$ cat src/rtl/page_xlate_pkg.sv
package page_xlate_pkg;

  typedef enum logic {
    FORM_CAT = 1'b0,
    FORM_ADD = 1'b1
  } form_e;

  function automatic int max2(input int a, input int b);
    return (a > b) ? a : b;
  endfunction

  // physical address width wide enough for either forming mode without loss
  function automatic int pa_width(input int ppn_w, input int disp_w, input int shift);
    return max2(ppn_w + disp_w, ppn_w + shift) + 1;
  endfunction

endpackage

$ cat src/rtl/pxl_table.sv
module pxl_table #(
  parameter int IDX_W  = 3,
  parameter int PPN_W  = 5,
  parameter int LIM_W  = 4
) (
  input  logic             clk,
  input  logic             rst,
  input  logic             wr_en,
  input  logic [IDX_W-1:0] wr_idx,
  input  logic [PPN_W-1:0] wr_ppn,
  input  logic [LIM_W-1:0] wr_lim,
  input  logic             wr_vld,
  input  logic             rd_en,
  input  logic [IDX_W-1:0] rd_idx,
  output logic [PPN_W-1:0] rd_ppn,
  output logic [LIM_W-1:0] rd_lim,
  output logic             rd_vld
);
  localparam int DEPTH = 1 << IDX_W;

  logic [PPN_W-1:0] ppn_mem [DEPTH];
  logic [LIM_W-1:0] lim_mem [DEPTH];
  logic [DEPTH-1:0] vld_bits;

  // valid bits carry reset; read happens on the same edge as write (old value)
  always_ff @(posedge clk) begin
    if (rst) begin
      vld_bits <= '0;
      rd_vld   <= 1'b0;
    end else begin
      if (rd_en) rd_vld <= vld_bits[rd_idx];
      if (wr_en) vld_bits[wr_idx] <= wr_vld;
    end
  end

  always_ff @(posedge clk) begin
    if (rd_en) begin
      rd_ppn <= ppn_mem[rd_idx];
      rd_lim <= lim_mem[rd_idx];
    end
    if (wr_en) begin
      ppn_mem[wr_idx] <= wr_ppn;
      lim_mem[wr_idx] <= wr_lim;
    end
  end
endmodule

$ cat src/rtl/pxl_former.sv
module pxl_former
  import page_xlate_pkg::*;
#(
  parameter int PPN_W     = 5,
  parameter int DISP_W    = 4,
  parameter int ADD_SHIFT = 3,
  parameter bit BOUND_EN  = 1'b1,
  localparam int PA_W     = pa_width(PPN_W, DISP_W, ADD_SHIFT)
) (
  input  form_e             form,
  input  logic [PPN_W-1:0]  ppn,
  input  logic [DISP_W-1:0] disp,
  input  logic [DISP_W-1:0] lim,
  input  logic              hit,
  output logic [PA_W-1:0]   paddr,
  output logic              page_flt,
  output logic              bnd_flt
);
  localparam int PPN_PAD  = PA_W - PPN_W;
  localparam int DISP_PAD = PA_W - DISP_W;
  localparam int CAT_PAD  = PA_W - PPN_W - DISP_W;

  logic [PA_W-1:0] cat_addr;
  logic [PA_W-1:0] add_addr;

  assign cat_addr = {{CAT_PAD{1'b0}}, ppn, disp};
  assign add_addr = ({{PPN_PAD{1'b0}}, ppn} << ADD_SHIFT) + {{DISP_PAD{1'b0}}, disp};

  always_comb begin
    paddr = (form == FORM_ADD) ? add_addr : cat_addr;
  end

  assign page_flt = !hit;

  generate
    if (BOUND_EN) begin : g_bound
      assign bnd_flt = hit && (disp > lim);
    end else begin : g_nobound
      assign bnd_flt = 1'b0;
    end
  endgenerate
endmodule

$ cat src/rtl/pxl_slot.sv
module pxl_slot (
  input  logic clk,
  input  logic rst,
  input  logic in_valid,
  output logic in_ready,
  output logic take,
  output logic out_valid,
  input  logic out_ready
);
  assign in_ready = !out_valid || out_ready;
  assign take     = in_valid && in_ready;

  always_ff @(posedge clk) begin
    if (rst)                    out_valid <= 1'b0;
    else if (take)              out_valid <= 1'b1;
    else if (out_ready)         out_valid <= 1'b0;
  end
endmodule

$ cat src/rtl/page_xlate.sv
module page_xlate
  import page_xlate_pkg::*;
#(
  parameter int VPN_W     = 3,
  parameter int DISP_W    = 4,
  parameter int PPN_W     = 5,
  parameter int ADD_SHIFT = 3,
  parameter bit BOUND_EN  = 1'b1,
  localparam int VA_W     = VPN_W + DISP_W,
  localparam int PA_W     = pa_width(PPN_W, DISP_W, ADD_SHIFT)
) (
  input  logic              clk,
  input  logic              rst,
  input  logic              mode,
  input  logic              cfg_we,
  input  logic [VPN_W-1:0]  cfg_index,
  input  logic [PPN_W-1:0]  cfg_ppn,
  input  logic [DISP_W-1:0] cfg_limit,
  input  logic              cfg_valid,
  input  logic              req_valid,
  output logic              req_ready,
  input  logic [VA_W-1:0]   req_vaddr,
  output logic              rsp_valid,
  input  logic              rsp_ready,
  output logic [PA_W-1:0]   rsp_paddr,
  output logic              rsp_page_fault,
  output logic              rsp_bound_fault
);
  logic              take;
  logic [VPN_W-1:0]  req_vpn;
  logic [DISP_W-1:0] req_disp;
  logic [DISP_W-1:0] disp_q;
  logic [PPN_W-1:0]  ent_ppn;
  logic [DISP_W-1:0] ent_lim;
  logic              ent_vld;

  assign req_vpn  = req_vaddr[VA_W-1:DISP_W];
  assign req_disp = req_vaddr[DISP_W-1:0];

  pxl_slot u_slot (
    .clk       (clk),
    .rst       (rst),
    .in_valid  (req_valid),
    .in_ready  (req_ready),
    .take      (take),
    .out_valid (rsp_valid),
    .out_ready (rsp_ready)
  );

  pxl_table #(.IDX_W(VPN_W), .PPN_W(PPN_W), .LIM_W(DISP_W)) u_table (
    .clk    (clk),
    .rst    (rst),
    .wr_en  (cfg_we),
    .wr_idx (cfg_index),
    .wr_ppn (cfg_ppn),
    .wr_lim (cfg_limit),
    .wr_vld (cfg_valid),
    .rd_en  (take),
    .rd_idx (req_vpn),
    .rd_ppn (ent_ppn),
    .rd_lim (ent_lim),
    .rd_vld (ent_vld)
  );

  always_ff @(posedge clk) begin
    if (take) disp_q <= req_disp;
  end

  pxl_former #(
    .PPN_W(PPN_W), .DISP_W(DISP_W), .ADD_SHIFT(ADD_SHIFT), .BOUND_EN(BOUND_EN)
  ) u_former (
    .form     (form_e'(mode)),
    .ppn      (ent_ppn),
    .disp     (disp_q),
    .lim      (ent_lim),
    .hit      (ent_vld),
    .paddr    (rsp_paddr),
    .page_flt (rsp_page_fault),
    .bnd_flt  (rsp_bound_fault)
  );
endmodule

$ cat config.mk
export PLATFORM = sky130hd
export DESIGN_NAME = page_xlate
export DESIGN_NICKNAME = d
export VERILOG_FILES = /design/src/rtl/page_xlate_pkg.sv /design/src/rtl/pxl_table.sv /design/src/rtl/pxl_former.sv /design/src/rtl/pxl_slot.sv /design/src/rtl/page_xlate.sv
export SDC_FILE = /design/constraint.sdc
export NUM_CORES = 1
export LEC_CHECK = 0
export ABC_AREA = 1
export BUFFER_PORTS_ARGS = -buffer_cell sky130_fd_sc_hd__buf_4
export CAP_MARGIN = 15
export CORE_MARGIN = 2
export CORE_UTILIZATION = 34
export DETAILED_ROUTE_END_ITERATION = 10
export SKIP_LAST_GASP = 1
export SYNTH_ARGS = -nofsm -noshare
export SYNTH_HDL_FRONTEND = slang
export SYNTH_SLANG_ARGS = --single-unit
$ cat constraint.sdc
create_clock -name clk -period 1.7 [get_ports clk]
set_input_delay 0.17 -clock clk [delete_from_list [all_inputs] [get_ports clk]]
set_output_delay 0.17 -clock clk [all_outputs]
set_load 0.02 [all_outputs]
Yosys cells after proc, flatten, opt, wreduce, memory -nomap -nowiden

Memory sizes are Yosys's and may differ from the RTL's. A register that Yosys moved wholly into a read port is not among the register bits.
Cells that the tools add are included.

Word-level logic and storage cells: 28
Memories: 2
Bits of input ports: 26
Memory bits (writable): 72
Output and inout bits: 14
Register bits after elaboration: 14

Reduce and logical (&&, ||, !) cells: 7
Add/subtract/negate cells: 1
Order comparisons: 4
Mux-type cells: 10

Memory list:

| memory          | words | width | rd ports | clocked after memory_dff | write ports | line            | text |
|---|---|---|---|---|---|---|---|
| u_table.ppn_mem | 8     | 5     | 1        | 1                        | 1           | pxl_table.sv:21 | `logic [PPN_W-1:0] ppn_mem [DEPTH];` |
| u_table.lim_mem | 8     | 4     | 1        | 1                        | 1           | pxl_table.sv:22 | `logic [LIM_W-1:0] lim_mem [DEPTH];` |

Operators by type and width:

| operator             | count |
|---|---|
| $mux W10             | 1 |
| $add A8 B4 Y9        | 1 |
| $bwmux W8            | 1 |
| $lt A3 B4 Y1 const B | 2 |
| $mux W1              | 6 |
| $gt A4 B4 Y1         | 1 |
| $bmux W1 S3          | 1 |
| $demux W1 S3         | 1 |
| $ge A3 B1 Y1 const B | 1 |
| $logic_and A1 B1 Y1  | 3 |
| $logic_not A1 Y1     | 2 |
| $reduce_bool A2 Y1   | 1 |
| $logic_or A1 B1 Y1   | 1 |

Longest topological paths before layout

Gate-level depths: netlist (run 1).

Depth after elaboration: 5
Mapped depth: 7
Depth with buffers taken out: 6

By module

From an unflattened synthesis (run 1), not the netlist that was laid out.

Cells, all modules: 354
Area, all modules: 3961.3 um^2

Modules (own cells, without submodules):

| module     | area each (um^2) | instances | cells each | seq. area each (um^2) |
|---|---|---|---|---|
| pxl_table  | 3500.9           | 1         | 292        | 2612.5 |
| pxl_former | 292.8            | 1         | 52         | 0.0 |
| page_xlate | 120.1            | 1         | 4          | 120.1 |
| pxl_slot   | 47.5             | 1         | 6          | 20.0 |

Least setup slack after synthesis (run 1)

OpenSTA, ideal clock, no wires.

Path type: reg2out
Start point: register disp_q[3]
End point: output rsp_paddr[5]
Arrival time: 1.387 ns
Buffers on the path: 0
Cell stages (with the launch flop): 6
Required time: 1.530 ns
Setup slack: 0.143 ns
Cell sequence: edfxtp_1 ha_1 ha_1 nand2_1 nand2_1 o21ai_0

Cells in the longest elaborated chain, start to end: 2

Ends and longest elaborated chain:

| item                   | line             | text |
|---|---|---|
| from (decl)            | page_xlate.sv:32 | `logic [DISP_W-1:0] disp_q;` |
| from (signal assigned) | page_xlate.sv:66 | `if (take) disp_q <= req_disp;` |
| $add A8 B4 Y9          | pxl_former.sv:27 | `assign add_addr = ({{PPN_PAD{1'b0}}, ppn} << ADD_SHIFT) + {{DISP_PAD{1'b0}}, disp};` |
| $mux W10               | pxl_former.sv:30 | `paddr = (form == FORM_ADD) ? add_addr : cat_addr;` |
| to (decl)              | page_xlate.sv:25 | `output logic [PA_W-1:0] rsp_paddr,` |

Every way passes these cells.

Worst setup path after layout (run 1)

Start point: register u_table.rd_ppn[0], read port of u_table.ppn_mem
End point: output rsp_paddr[7]

Cells in the longest elaborated chain, start to end: 2

Ends and longest elaborated chain:

| item          | line             | text |
|---|---|---|
| from (decl)   | pxl_table.sv:15  | `output logic [PPN_W-1:0] rd_ppn,` |
| $add A8 B4 Y9 | pxl_former.sv:27 |  |
| $mux W10      | pxl_former.sv:30 |  |

Every way passes these cells.

==> results of run 1 <==
flip-flops by register name (all words and copies together) (netlist names):
signal,flops
u_table.rd_lim,4
u_table.rd_vld,1
disp_q,4
u_table.ppn_mem,40
u_table.rd_ppn,5
u_table.vld_bits,8
u_table.lim_mem,32
u_slot.out_valid,1
cell type report:
type	instances	area [sq um]
Clock buffer	10	229
Inverter	32	120
Multi-Input combinational cell	202	1000
Tap cell	143	179
Fill cell	1035	6580
Sequential cell	95	2750
Timing Repair Buffer	54	437
Clock inverter	6	67.6
metal layers:
metal  global-route usage (%)  part of all wire, %  up-vias
met2                     22.3                   48       78
li1                         -                    -     1293
met1                     17.2                   43     1236
met4                     6.01                  1.6        0
met3                     3.21                  6.9       16
met5                        0                    0        -
worst reg2reg max path, cell delays in order (launching register included):
cell and delay [ns]:
dfxtp_1 0.31, nand2_1 0.09, nand2_1 0.09, inv_1 0.43
cells in the mapped netlist, drive strengths merged:
cell type,n,area (sq um)
o21ai,40,200
o211ai,1,7.51
nor2,51,191
and2,1,6.26
a211oi,6,45.0
nand3,9,45.0
edfxtp,85,2550
nand4,1,6.26
conb,1,3.75
xor2,1,8.76
clkinv,1,3.75
a21oi,6,30.0
dfxtp,10,200
nand2,61,229
buf,10,60.1
o22ai,18,113
ha,6,75.1
clkbuf,9,35.0
inv,31,116
through the flow:
step                      setup WS, ns  instances  setup TNS (ns)
after detailed placement         0.206        524               0
after global placement           0.234        524               0
after global routing            -0.138        542          -0.463
after floorplan                  0.143        348               0
after CTS                      -0.0921        542          -0.168
final                          -0.0731        542          -0.127
power groups by stage:
stage / Sequential, uW / Combinational, uW / Clock, uW
final: 2670 / 466 / 2000
after global routing: 2680 / 518 / 2110
after CTS: 2670 / 463 / 2030
after detailed placement: 2720 / 449 / 0
after global placement: 2720 / 441 / 0
after floorplan: 2720 / 257 / 0
repair_timing:
| item | 4_1_cts | 5_1_grt |
|---|---|---|
| pin swaps | 4 | 0 |
| hold buffers | 1 | 0 |
| setup buffers | 1 | 0 |
| gates resized for setup | 5 | 2 |
| setup endpoints to repair | 4 | 6 |
| hold endpoints to repair | 1 | 0 |
kinds of logic after synthesis:
logic type      Yosys count  share of synthesized area [%]
flops                    95                           70.1
buf+inv                  51                           5.48
compound gates           71                           10.1
simple gates            123                           12.2
xor+xnor                  1                          0.223
other cells               1                         0.0954
fa+ha+maj                 6                           1.91
worst max path at each step:
stage	cells after the start	startpoint	endpoint	slack (ns)
finish	7	u_table.rd_ppn[0]	rsp_paddr[7]	-0.07
global route	7	disp_q[3]	rsp_paddr[7]	-0.14
CTS	7	u_table.rd_ppn[0]	rsp_paddr[7]	-0.09
detailed placement	7	disp_q[3]	rsp_paddr[7]	0.21
global placement	7	disp_q[3]	rsp_paddr[7]	0.23
floorplan	5	disp_q[3]	rsp_paddr[5]	0.14
layout by cell type (no fill, tap or decap), drive strengths merged:
cell / count
a211oi: 6
a21oi: 6
and2: 1
buf: 53
bufinv: 1
clkbuf: 10
clkinv: 3
clkinvlp: 1
conb: 1
dfxtp: 10
dlygate4sd3: 1
edfxtp: 85
ha: 6
inv: 33
nand2: 61
nand3: 9
nand4: 1
nor2: 51
o211ai: 1
o21ai: 40
o22ai: 18
xor2: 1
==> impl_metrics.csv, run 1 <==
group,metric,value,unit
status,outcome,"finished, violations left",
status,violations,"setup timing",
routing,num_vias,2623,
hold_path,min_path_type,"input port to register",
clock_tree,clk_latency,0.33,ns
placed_design,place_congestion,0.806,
timing,setup_viol,3,
pwr,p_clk_share,38.9,%
logic_synthesis,syn-mean-instance-area,11.3,sq um
timing,worst_pin_slew,0.572,ns
logic_synthesis,ys_seq_elements,95,
worst_setup_path,slowest_delay,0.42,ns
routing,wl_per_cell,15.4,um
routing,viasPerCell,4.84,
floorplanning,io_pins,40,
worst_setup_path,crit_slowest_cell,"edfxtp_1",
finish,fin_nets,426,
worst_setup_path,rrSetupSlack,0.41,ns
grt,grt_pass1_wl,12800,um
placed_design,io_buffers,38,
pwr,p_int,3980,uW
routing,wl,8340,um
clock_tree,cts_root_buf,"clkbuf_16",
clock_tree,clk_pin_slew_worst_paths,0.07,ns
logic_synthesis,yosys_warnings,0,
finish,final_area,4790,sq um
pwr,power.net_switching,1160,uW
logic_synthesis,yosysSeqAreaShare,70.1,%
worst_setup_path,crit_family,"flip-flops",
hold_path,min_path_cells,1,
pwr,comb_power_share,9.1,%
worst_setup_path,critPathKind,"register to output port",
grt,grt_start_max_net_pins,23,
placed_design,dpl_cell_area,4430,sq um
worst_setup_path,start_kind,"register",
logic_synthesis,synth.distinct_cells,22,
worst_setup_path,cp-end-kind,"output port",
timing,clock.fmax,564,MHz
pwr,powerDensity,1070,nW/um^2
floorplanning,fp.dieH,111,um
floorplanning,coreArea,11400,sq um
logic_synthesis,synth_area,3930,sq um
floorplanning,num_rows,39,
finish,diodes,0,
hold_path,hold_path_end,"disp_q[1]",
run,max-cap-violations,0,
worst_setup_path,r2r_cells,3,
finish,final_util,42.1,%
logic_synthesis,syn-instance-count,348,
timing,finClkSkew,0.00743,ns
finish,syn_to_final_growth,21.8,%
placed_design,place_hpwl,5230,um
routing,drt_iter0_markers,199,
worst_setup_path,crit_required,1.53,ns
clock_tree,tritoncts,"yes",
finish,layout-drive-gt1-share,18.0,%
clock_tree,h-tree-depth,3,
timing,drv_slew,0,
worst_setup_path,cp_common_cell,"nand2_1",
worst_setup_path,path_cells,"ha_2 -> ha_4 -> nand2_1 -> nand2_1 -> nand2_1 -> xor2_1 -> buf_4",
worst_setup_path,cp_max_fo,2,
grt,grt_pass1_vias,2431,
worst_setup_path,rr_startpoint,"u_slot.out_valid",
timing,holdWs,0.0156,ns
floorplanning,start_util,34.6,%
timing,final_hold_viol_count,0,
timing,period_minus_slack,1.77,ns
worst_setup_path,r2r_end,"u_table.rd_ppn[3]",
timing,worst_slack,-0.0731,ns
clock_tree,numCtsBuffers,9,
timing,rsz0062_at_grt,"true",
clock_tree,clkSinkCount,95,
worst_setup_path,crit_buf_inv,1,
pwr,p_seq_share,52.0,%
grt,grt_usage,13.6,%
grt,grt_antenna_before_repair,0,
floorplanning,die_area,12400,sq um
timing,fin_crit_sh,104,%
timing,max_slew_margin,61.9,%
pwr,leakagePower,0.00184,uW
worst_setup_path,crit_arrival,1.60,ns
routing,ant_nets,0,
routing,dr.pass1.iters,4,
clock_tree,clock_path_buffers,2,
pwr,fin_total_pwr,5130,uW
floorplanning,die_w,111,um
pwr,sw_frac_of_total,22.6,%
grt,gr-total-overflow,0,
routing,drc_errors,0,
pwr,peakVddDrop,0.000534,V
hold_path,hp-start,"req_vaddr[1]",
logic_synthesis,syn-num-nets,380,
No activity file was read; power rests on OpenSTA's default activity.
==> run 2, diff against run 1 <==
- CORE_MARGIN: 2 -> 5
- REMOVE_ABC_BUFFERS: default -> 1
- clock period: 1.7 -> 2.05 ns (I/O delays scaled with it)
==> run 2 against run 1 <==
Net effect: the flow now finishes without violations; combinational power is 23% lower; via count is 3.8% lower; sequential cell count stayed put; design area is 3.6% lower; total power is 19% lower; first-iteration DRC count is 20% lower; worst setup slack better by 0.21 ns; routed wire length is 3.8% lower; utilization is 1.5 points lower; clock skew is 0.0026 ns lower; worst hold slack better by 0.038 ns; sequential power is 17% lower.
==> impl_metrics.csv, run 2 (same netlist as run 1, synthesis figures left out) <==
group,metric,value,unit
status,outcome,"finished clean",
worst_setup_path,cp-end-kind,"output port",
finish,diodes,0,
placed_design,dpl_cell_area,4340,sq um
clock_tree,clkSinkCount,95,
routing,drc_errors,0,
finish,layout-drive-gt1-share,14.4,%
timing,drv_slew,0,
grt,grt_usage,11.8,%
finish,final_cell_mix,"85 x edfxtp_1, 61 x nand2_1, 51 x nor2_1",
timing,holdWs,0.0538,ns
routing,viasPerCell,4.75,
placed_design,place_congestion,0.785,
timing,fin_crit_sh,93.2,%
timing,setup_tns,0,ns
grt,gr-total-overflow,0,
timing,setup_viol,0,
clock_tree,clk_pin_slew_worst_paths,0.06,ns
routing,wl_per_cell,15.1,um
clock_tree,clock_path_buffers,2,
worst_setup_path,critPathKind,"register to output port",
pwr,powerDensity,896,nW/um^2
grt,grt_pass1_vias,2444,
clock_tree,clk_latency,0.33,ns
clock_tree,numCtsBuffers,9,
grt,grt_pass1_wl,12900,um
finish,stdcell_count,531,
worst_setup_path,cp_max_fo,3,
routing,wl,8030,um
floorplanning,die_w,117,um
placed_design,place_hpwl,5180,um
hold_path,hp-start,"req_vaddr[0]",
worst_setup_path,start_kind,"register",
worst_setup_path,r2r_end,"u_table.rd_ppn[0]",
floorplanning,fp.dieH,117,um
routing,drt_iter0_markers,159,
worst_setup_path,r2r_cells,3,
timing,final_hold_viol_count,0,
clock_tree,cts_setup_buffers,0,
finish,regMostFlops,"u_table.ppn_mem",
routing,ant_nets,0,
clock_tree,cts_hold_buf,0,
placed_design,io_buffers,38,
hold_path,hold_path_end,"disp_q[0]",
clock_tree,cts_root_buf,"clkbuf_16",
worst_setup_path,crit_required,1.85,ns
floorplanning,start_util,34.6,%
placed_design,numPlacedInstances,515,
finish,syn_to_final_growth,17.5,%
hold_path,min_path_type,"input port to register",
worst_setup_path,rr_startpoint,"u_slot.out_valid",
timing,period_minus_slack,1.91,ns
finish,mostFrequentLayoutCell,"edfxtp_1",
grt,grt_antenna_before_repair,0,
finish,final_area,4620,sq um
pwr,fin_total_pwr,4130,uW
timing,clock.fmax,524,MHz
timing,max_slew_margin,56.9,%
run,max-cap-violations,0,
finish,largestRegisters,"u_table.ppn_mem (40), u_table.lim_mem (32), u_table.vld_bits (8)",
clock_tree,cts-resized-gates,0,
timing,rsz0062_at_grt,"false",
worst_setup_path,rrSetupSlack,0.79,ns
clock_tree,tritoncts,"yes",
routing,num_vias,2524,
finish,largest_reg_flops,40,
floorplanning,io_pins,40,
worst_setup_path,crit_arrival,1.70,ns
grt,grt_start_max_net_pins,41,
pwr,leakagePower,0.00178,uW
timing,finClkSkew,0.00486,ns
floorplanning,die_area,13800,sq um
timing,worst_pin_slew,0.645,ns
hold_path,min_path_cells,1,
clock_tree,h-tree-depth,3,
routing,dr.pass1.iters,4,
floorplanning,coreArea,11400,sq um
finish,fin_nets,415,
floorplanning,num_rows,39,
pwr,peakVddDrop,0.000396,V
## run 2: metal layers
| metal | vias up | GRT usage (%) | share of wire, % |
|---|---|---|---|
| met1 | 1181 | 15.8 | 45 |
| li1 | 1273 | - | - |
| met2 | 63 | 18.8 | 48 |
| met3 | 7 | 3.41 | 5.9 |
| met4 | 0 | 3.23 | 1.2 |
| met5 | - | 0 | 0 |
## run 2: final cells by class
type / instances / area [sq um]
Fill cell: 1065 / 6750
Inverter: 32 / 120
Clock inverter: 6 / 51.3
Clock buffer: 10 / 229
Timing Repair Buffer: 43 / 323
Tap cell: 143 / 179
Sequential cell: 95 / 2750
Multi-Input combinational cell: 202 / 961
## run 2: report_power, final
part	total (uW)	internal (uW)	switching, uW	leakage (uW)
Combinational	359	132	227	0.000777
Clock	1560	928	632	0.000139
Sequential	2210	2190	22.8	0.000863
## run 2: worst max-delay path, cell delays in order, from the launching register on
cell	delay [ns]
edfxtp_1	0.41
ha_1	0.25
ha_1	0.21
nand2_1	0.07
nand2_1	0.06
nand2_1	0.08
xor2_1	0.15
buf_4	0.16
## run 2: worst max-delay path by stage
stage / start / endpoint / depth (start not counted)
2_1_floorplan: disp_q[3] / rsp_paddr[5] / 5
3_3_place_gp: disp_q[3] / rsp_paddr[7] / 7
3_5_place_dp: disp_q[3] / rsp_paddr[7] / 7
4_1_cts: disp_q[3] / rsp_paddr[7] / 7
5_1_grt: disp_q[3] / rsp_paddr[7] / 7
6_report: disp_q[3] / rsp_paddr[7] / 7
## run 2: stage by stage
step / utilization [%] / worst slack [ns]
6_report: 40.6 / 0.140
5_1_grt: 40.6 / 0.0146
4_1_cts: 40.6 / 0.111
3_5_place_dp: 38.1 / 0.470
3_3_place_gp: 38.1 / 0.554
2_1_floorplan: - / 0.458
